`config.mk`:
```
export PLATFORM = sky130hd
export DESIGN_NAME = irq_cause_bank
export DESIGN_NICKNAME = d
export VERILOG_FILES = /design/src/rtl/irq_bank_pkg.sv /design/src/rtl/irq_bank_decode.sv /design/src/rtl/irq_bank_ctrl.sv /design/src/rtl/irq_bank_cause.sv /design/src/rtl/irq_cause_bank.sv
export SDC_FILE = /design/constraint.sdc
export NUM_CORES = 1
export LEC_CHECK = 0
export BUFFER_PORTS_ARGS = -buffer_cell sky130_fd_sc_hd__buf_4
export CAP_MARGIN = 20
export CELL_PAD_IN_SITES_DETAIL_PLACEMENT = 1
export CELL_PAD_IN_SITES_GLOBAL_PLACEMENT = 1
export CORE_ASPECT_RATIO = 1.75
export CORE_MARGIN = 5
export CORE_UTILIZATION = 45
export DETAILED_ROUTE_END_ITERATION = 6
export GPL_ROUTABILITY_DRIVEN = 0
export PLACE_DENSITY_LB_ADDON = 0.1
export SLEW_MARGIN = 0
export SYNTH_ARGS = -nofsm -noshare
export SYNTH_HDL_FRONTEND = slang
export SYNTH_SLANG_ARGS = --single-unit
```
`constraint.sdc`:
```
create_clock -name clk -period 2.6 [get_ports clk]
set_input_delay 0.52 -clock clk [delete_from_list [all_inputs] [get_ports clk]]
set_output_delay 0.52 -clock clk [all_outputs]
set_load 0.02 [all_outputs]
```
`src/rtl/irq_bank_pkg.sv`:
```
package irq_bank_pkg;

    localparam int SEL_W = 3;

    typedef enum logic [SEL_W-1:0] {
        SEL_MODE  = 3'd0,
        SEL_CAUSE = 3'd1,
        SEL_VIEW  = 3'd2,
        SEL_CSET  = 3'd3,
        SEL_MASK  = 3'd4,
        SEL_MSET  = 3'd5,
        SEL_MCLR  = 3'd6,
        SEL_NONE  = 3'd7
    } reg_sel_e;

    typedef struct packed {
        logic wr_mode;
        logic wr_cause;
        logic wr_view;
        logic wr_cset;
        logic wr_mask;
        logic wr_mset;
        logic wr_mclr;
        logic rd_cause;
        logic rd_view;
    } strobe_t;

    function automatic logic is_write_only(reg_sel_e s);
        return (s == SEL_CSET) || (s == SEL_MSET) || (s == SEL_MCLR);
    endfunction

endpackage

```
`src/rtl/irq_bank_decode.sv`:
```
module irq_bank_decode
    import irq_bank_pkg::*;
(
    input  logic [SEL_W-1:0] addr,
    input  logic             wr,
    input  logic             rd,
    output reg_sel_e         sel,
    output strobe_t          strb
);
    always_comb begin
        sel           = reg_sel_e'(addr);
        strb          = '0;
        strb.wr_mode  = wr && (sel == SEL_MODE);
        strb.wr_cause = wr && (sel == SEL_CAUSE);
        strb.wr_view  = wr && (sel == SEL_VIEW);
        strb.wr_cset  = wr && (sel == SEL_CSET);
        strb.wr_mask  = wr && (sel == SEL_MASK);
        strb.wr_mset  = wr && (sel == SEL_MSET);
        strb.wr_mclr  = wr && (sel == SEL_MCLR);
        strb.rd_cause = rd && (sel == SEL_CAUSE);
        strb.rd_view  = rd && (sel == SEL_VIEW);
    end
endmodule

```
`src/rtl/irq_bank_ctrl.sv`:
```
module irq_bank_ctrl
    import irq_bank_pkg::*;
#(
    parameter int N_SRC = 32
) (
    input  logic             clk,
    input  logic             rst,
    input  strobe_t          strb,
    input  logic [N_SRC-1:0] wdata,
    output logic [N_SRC-1:0] mode_q,
    output logic [N_SRC-1:0] mask_q
);
    always_ff @(posedge clk) begin
        if (rst) begin
            mode_q <= '0;
            mask_q <= '1;
        end else begin
            if (strb.wr_mode) mode_q <= wdata;
            if (strb.wr_mask)      mask_q <= wdata;
            else if (strb.wr_mset) mask_q <= mask_q | wdata;
            else if (strb.wr_mclr) mask_q <= mask_q & ~wdata;
        end
    end


    mode_wr_chk: assert property (@(posedge clk) disable iff (rst)
        strb.wr_mode |=> (mode_q == $past(wdata)));


    mset_chk: assert property (@(posedge clk) disable iff (rst)
        strb.wr_mset |=> ((mask_q & $past(wdata)) == $past(wdata)));


    mclr_chk: assert property (@(posedge clk) disable iff (rst)
        strb.wr_mclr |=> ((mask_q & $past(wdata)) == '0));
endmodule

```
`src/rtl/irq_bank_cause.sv`:
```
module irq_bank_cause
    import irq_bank_pkg::*;
#(
    parameter int N_SRC = 32
) (
    input  logic             clk,
    input  logic             rst,
    input  strobe_t          strb,
    input  logic [N_SRC-1:0] wdata,
    input  logic [N_SRC-1:0] hw_event,
    input  logic [N_SRC-1:0] mode,
    input  logic [N_SRC-1:0] mask,
    output logic [N_SRC-1:0] cause_q
);
    logic [N_SRC-1:0] set_vec;
    logic [N_SRC-1:0] clr_vec;

    for (genvar i = 0; i < N_SRC; i++) begin : g_bit
        logic w1c_hit;
        logic cor_hit;

        always_comb begin
            w1c_hit = wdata[i] && !mode[i] &&
                      (strb.wr_cause || (strb.wr_view && !mask[i]));
            cor_hit = mode[i] &&
                      (strb.rd_cause || (strb.rd_view && !mask[i]));
            clr_vec[i] = w1c_hit || cor_hit;
            set_vec[i] = hw_event[i] || (strb.wr_cset && wdata[i]);
        end

        always_ff @(posedge clk) begin
            if (rst)             cause_q[i] <= 1'b0;
            else if (set_vec[i]) cause_q[i] <= 1'b1;
            else if (clr_vec[i]) cause_q[i] <= 1'b0;
        end
    end


    evt_wins_chk: assert property (@(posedge clk) disable iff (rst)
        (hw_event != '0) |=> ((cause_q & $past(hw_event)) == $past(hw_event)));


    no_spurious_set_chk: assert property (@(posedge clk) disable iff (rst)
        1'b1 |=> ((cause_q & ~$past(cause_q) & ~$past(hw_event)
                   & ~($past(strb.wr_cset) ? $past(wdata) : '0)) == '0));


    cor_bits_ignore_write_chk: assert property (@(posedge clk) disable iff (rst)
        strb.wr_cause |=> ((($past(cause_q) & $past(mode)) & ~cause_q) == '0));
endmodule

```
`src/rtl/irq_cause_bank.sv`:
```
module irq_cause_bank
    import irq_bank_pkg::*;
#(
    parameter int N_SRC = 32
) (
    input  logic             clk,
    input  logic             rst,
    input  logic [N_SRC-1:0] hw_event,
    input  logic [SEL_W-1:0] bus_addr,
    input  logic             bus_wr,
    input  logic             bus_rd,
    input  logic [N_SRC-1:0] bus_wdata,
    output logic [N_SRC-1:0] bus_rdata,
    output logic             irq_out
);
    reg_sel_e         sel;
    strobe_t          strb;
    logic [N_SRC-1:0] mode_q;
    logic [N_SRC-1:0] mask_q;
    logic [N_SRC-1:0] cause_q;
    logic [N_SRC-1:0] rd_mux;

    irq_bank_decode u_decode (
        .addr (bus_addr),
        .wr   (bus_wr),
        .rd   (bus_rd),
        .sel  (sel),
        .strb (strb)
    );

    irq_bank_ctrl #(.N_SRC(N_SRC)) u_ctrl (
        .clk    (clk),
        .rst    (rst),
        .strb   (strb),
        .wdata  (bus_wdata),
        .mode_q (mode_q),
        .mask_q (mask_q)
    );

    irq_bank_cause #(.N_SRC(N_SRC)) u_cause (
        .clk      (clk),
        .rst      (rst),
        .strb     (strb),
        .wdata    (bus_wdata),
        .hw_event (hw_event),
        .mode     (mode_q),
        .mask     (mask_q),
        .cause_q  (cause_q)
    );

    always_comb begin
        case (sel)
            SEL_MODE:  rd_mux = mode_q;
            SEL_CAUSE: rd_mux = cause_q;
            SEL_VIEW:  rd_mux = cause_q & ~mask_q;
            SEL_MASK:  rd_mux = mask_q;
            default:   rd_mux = '0;
        endcase
    end

    always_ff @(posedge clk) begin
        if (rst) begin
            bus_rdata <= '0;
            irq_out   <= 1'b0;
        end else begin
            bus_rdata <= bus_rd ? rd_mux : '0;
            irq_out   <= |(cause_q & ~mask_q);
        end
    end


    wo_read_zero_chk: assert property (@(posedge clk) disable iff (rst)
        (bus_rd && is_write_only(sel)) |=> (bus_rdata == '0));


    masked_quiet_chk: assert property (@(posedge clk) disable iff (rst)
        (&mask_q) |=> !irq_out);


    idle_rdata_chk: assert property (@(posedge clk) disable iff (rst)
        !bus_rd |=> (bus_rdata == '0));
endmodule

```
Word level (Yosys, flattened, before mapping). Cells that the tools add are included.

Bits of input ports: 71. Bits in registers: 129. Output and inout port bits: 33.

Multiplexer cells: 68. Reduce and logical (&&, ||, !) cells: 429. Equality and inequality tests: 6. Bitwise logic cells: 6.

Operator list (count): logical AND 1 bit (201); logical OR 1 bit (128); case mux 32 bit (4 select lines) (1); two-way mux 32 bit (3); AND 32 bit (2); zero test 1 bit (64); two-way mux 1 bit (64); NOT 32 bit (2); nonzero test 2 bit (32); OR 32 bit (1); OR reduction 32 bit (1); equality test 3 bit (second input constant) (3); equality test 3 x 2 -> 1 bit (second input constant) (2); equality test 3 x 1 -> 1 bit (second input constant) (1); zero test 3 bit (1); nonzero test 3 bit (1); OR reduction 2 bit (1); NOT 1 bit (1).

Longest topological paths before layout.
Depth after elaboration: 8. Depth in mapped cells: 7. Gate-level depth less buffers: 4.

Hierarchy. A second synthesis with hierarchy kept.

Cell total of the unflattened synthesis: 832. Area, all modules: 7487.2 um^2.

Modules (own cells, without submodules): irq_bank_cause (cells an instance 338, area an instance 2670.1 um^2, instances 1); irq_bank_ctrl (cells an instance 214, area an instance 2503.7 um^2, instances 1); irq_cause_bank (cells an instance 268, area an instance 2180.8 um^2, instances 1); irq_bank_decode (cells an instance 12, area an instance 132.6 um^2, instances 1).

Worst setup path before layout. OpenSTA, ideal clock, no wires.

Path kind: input to register. Start point: in bus_addr[0]. End point: reg with a tool-made name. Required time: 2.478 ns. Path slack: 1.024 ns. Buffers on the path: 2. Arrival time: 1.454 ns. Cell stages on the path: 5. Path through: buf_2 > and3b_1 > buf_2 > o21ai_0 > a221o_1.

RTL lines: start: declaration (RTL line irq_cause_bank.sv:9) `input logic [SEL_W-1:0] bus_addr,`.

Worst setup path in the final report.
Start point: in bus_addr[1]. End point: reg u_cause.cause_q[14].

Word-level cells in the longest chain between the ends: 7.

Ends and longest elaborated chain: equality test 3 x 2 -> 1 bit (RTL line irq_bank_decode.sv:15, irq_bank_decode.sv:21); logical AND 1 bit (on tied branches) (RTL line irq_bank_decode.sv:15, irq_bank_decode.sv:21); logical AND 1 bit (on tied branches) (RTL line irq_bank_cause.sv:24, irq_bank_cause.sv:26); logical OR 1 bit (on tied branches) (RTL line irq_bank_cause.sv:24, irq_bank_cause.sv:26); logical AND 1 bit (on tied branches) (RTL line irq_bank_cause.sv:23, irq_bank_cause.sv:25); logical OR 1 bit (RTL line irq_bank_cause.sv:27) `clr_vec[i] = w1c_hit || cor_hit;`; nonzero test 2 bit (no line); end signal: indexed assignment (RTL line irq_bank_cause.sv:32) `if (rst) cause_q[i] <= 1'b0;`; end signal: indexed assignment (RTL line irq_bank_cause.sv:33) `else if (set_vec[i]) cause_q[i] <= 1'b1;`; end signal: indexed assignment (RTL line irq_bank_cause.sv:34) `else if (clr_vec[i]) cause_q[i] <= 1'b0;`; end: declaration (RTL line irq_bank_cause.sv:13) `output logic [N_SRC-1:0] cause_q`.

Several ways; a longest one is shown, not always the timed one. A chain may end at the register's enable or synchronous reset.

==> out/metrics.cfg <==
[route]
drc_errors=0
via_per_inst=6.431
wirelength_um=26180
vias=7003
drt-initial-drc-count=438
wl_per_cell_um=24.04
first_pass_iters=5
drtAntennaViolNets=0

[cells_and_area]
final_area_um2=8054
diodes=0
fill_cells=1758
area_delta_synth_final_pct=22.94
num-nets-final=967
drive_gt1_share_pct=19.14
final_util_pct=56.05

[global_route]
antenna_found_initial=0
grt_remaining_overflow=0
grt_pass1_vias=7564
grt_pass1_wl_um=40570
grt.total_usage_pct=30.45
grt_max_degree=42

[sta]
hold_viol_final=0
clock_skew_ns=0.009197
max_slew_margin_pct=65.96
tightestPinTransition_ns=0.5107
final-setup-viol-count=0
drv_slew=0
post-route-period-util_pct=64.21
setup_ws_ns=0.9304
tns_ns=0
rsz0062_at_grt=no
fmax_ghz=0.5990
period_needed_ns=1.670

[yosys]
muxShareOfSynthArea_pct=0
yosysSeqAreaShare_pct=39.42
synth_top_area_share_pct=39.42
synth_compound_area_share_pct=36.65
synth_xor_area_share_pct=0
syn_area_per_cell_um2=8.009
ys_types=31
synth_top_family_by_area=compound AO/OA/AOI/OAI gates
ys_warn_count=0
synth_area_leaders=dfxtp_1 39%, a21oi_1 9.9%, nand2_1 7.4%
synth-simple-area-share_pct=16.02
syn-num-nets=889
synth_fa_ha_area_share_pct=0
synth_area_um2=6551
synth_cells=818
synth.largest_area_cell=dfxtp_1
synth_seq_cells=129

[status]
run_status=finished clean

[pwr]
power_density_nw_per_um2=661.4
ir_drop_mv=0.4876
p_total_mw=5.327
leakage_nw=2.901

[placed_design]
dp_slack_ns=0.5613
port_buffers=103
postPlaceCellArea_um2=7432
dp_hpwl_um=17050

[clock_network]
h-tree-depth=4
postCtsSetupBuffers=0
cts_root_buf=clkbuf_16
cts.repair.resized=0
clk_path_buf_depth=2
cts_buffers=17
clock_sinks=129
clk-insertion-delay-late_ns=0.42
cts_hold_buf=0
cts_tree=built
path_clk_slew_ns=0.06

[setup_path]
r2r_setup_slack_ns=1.15
start_kind=input port
crit_start=bus_addr[1]
r2r_cells=3
critical_path_peak_fanout=32
crit_path_end=u_cause.cause_q[14]
path_class=input port to flop
r2r_end=irq_out
end_kind=flop
required_ns=2.88
arrival_ns=1.95

[floorplanning]
rows=58
start_util_pct=45.59
die_area_um2=17170
fp.dieH_um=169.6
pin_count=104
core_um2=14370
die_w_um=101.2

[job]
maxCapViolCount=0

[hold_path]
min_path_type=input port to flop

[through the flow]
step                hold WS [ns]  instances
floorplan                 0.4626        818
global placement          0.4785       1057
detailed placement        0.4905       1057
CTS                       0.3455       1089
global route              0.3567       1089
finish                    0.3519       1089
[cells in the mapped netlist]
cell / instances
a21oi_1: 129
and2_0: 1
buf_4: 1
nor2b_1: 34
inv_1: 32
clkbuf_1: 33
o311ai_1: 31
nor2_4: 1
a21o_1: 32
and3_4: 1
a41oi_1: 1
nor3b_1: 32
and4b_1: 1
buf_2: 34
and3b_1: 1
nor4_1: 4
and4bb_1: 1
nor4bb_1: 1
nand2_1: 129
inv_4: 1
buf_6: 8
nand3_1: 1
o21ai_0: 64
o21ai_1: 1
o311ai_0: 1
o22ai_1: 16
a221o_1: 32
and3_1: 1
a22oi_1: 64
nor2_2: 1
dfxtp_1: 129
[how the worst min path moves through the flow]
| stage | start | to | slack, ns | cells after the start |
|---|---|---|---|---|
| 2_1_floorplan | u_cause.cause_q[0] | u_cause.cause_q[0] | 0.46 | 2 |
| 3_3_place_gp | u_cause.cause_q[31] | u_cause.cause_q[31] | 0.48 | 2 |
| 3_5_place_dp | u_cause.cause_q[0] | u_cause.cause_q[0] | 0.49 | 2 |
| 4_1_cts | bus_wdata[9] | flop | 0.35 | 2 |
| 5_1_grt | bus_wdata[22] | flop | 0.36 | 2 |
| 6_report | bus_wdata[9] | flop | 0.35 | 2 |
[where the power goes]
group          switching [mW]  internal [mW]
Combinational           0.373          0.254
Clock                   0.957           1.59
Sequential             0.0936           2.06
Total                    1.42           3.90
[cell families after synthesis]
family	count (synthesis)
AO/OA/AOI/OAI	371
AND/OR/NAND/NOR	209
flip-flops	129
buffers and inverters	109
[placed cells by master (no fill, tap or decap), types with 2 or more instances in the layout]
| cell | synthesis | layout |
|---|---|---|
| clkbuf_8 | 0 | 3 |
| o21ai_0 | 64 | 64 |
| nor2b_1 | 34 | 33 |
| clkinv_2 | 0 | 3 |
| clkinvlp_4 | 0 | 2 |
| clkbuf_16 | 0 | 17 |
| bufinv_16 | 0 | 3 |
| nand2_1 | 129 | 129 |
| a21oi_1 | 129 | 129 |
| o311ai_1 | 31 | 31 |
| dfxtp_1 | 129 | 129 |
| nor3b_1 | 32 | 32 |
| a221o_1 | 32 | 32 |
| inv_6 | 0 | 2 |
| inv_1 | 32 | 32 |
| nor4_1 | 4 | 4 |
| clkinv_4 | 0 | 2 |
| o22ai_1 | 16 | 16 |
| a21o_1 | 32 | 32 |
| buf_4 | 1 | 134 |
| a22oi_1 | 64 | 64 |
[metal layers]
layer	track usage (%)	share of wire, %	vias to the layer above
li1	-	-	3162
met1	35.44	39	3455
met2	52.11	51	294
met3	5.594	5.4	92
met4	16.09	4.6	0
met5	0	0	-
[layout make-up]
class | instances | area, µm² | share of cell area [%]
clock buffers | 20 | 466.7 | 5.795
clock inverters | 12 | 155.1 | 1.926
inverters | 33 | 126.4 | 1.569
multi-input cells | 580 | 3472 | 43.11
flip-flops and latches | 129 | 2582 | 32.06
well taps | 180 | 225.2 | 2.796
repair buffers | 135 | 1026 | 12.74
[critical path, stage by stage]
cell      delay, ns
buf_4          0.31
buf_4          0.23
nand2_1        0.07
buf_4          0.25
o311ai_0       0.43
a21oi_1        0.11
Power figures use the tool's default switching activity.
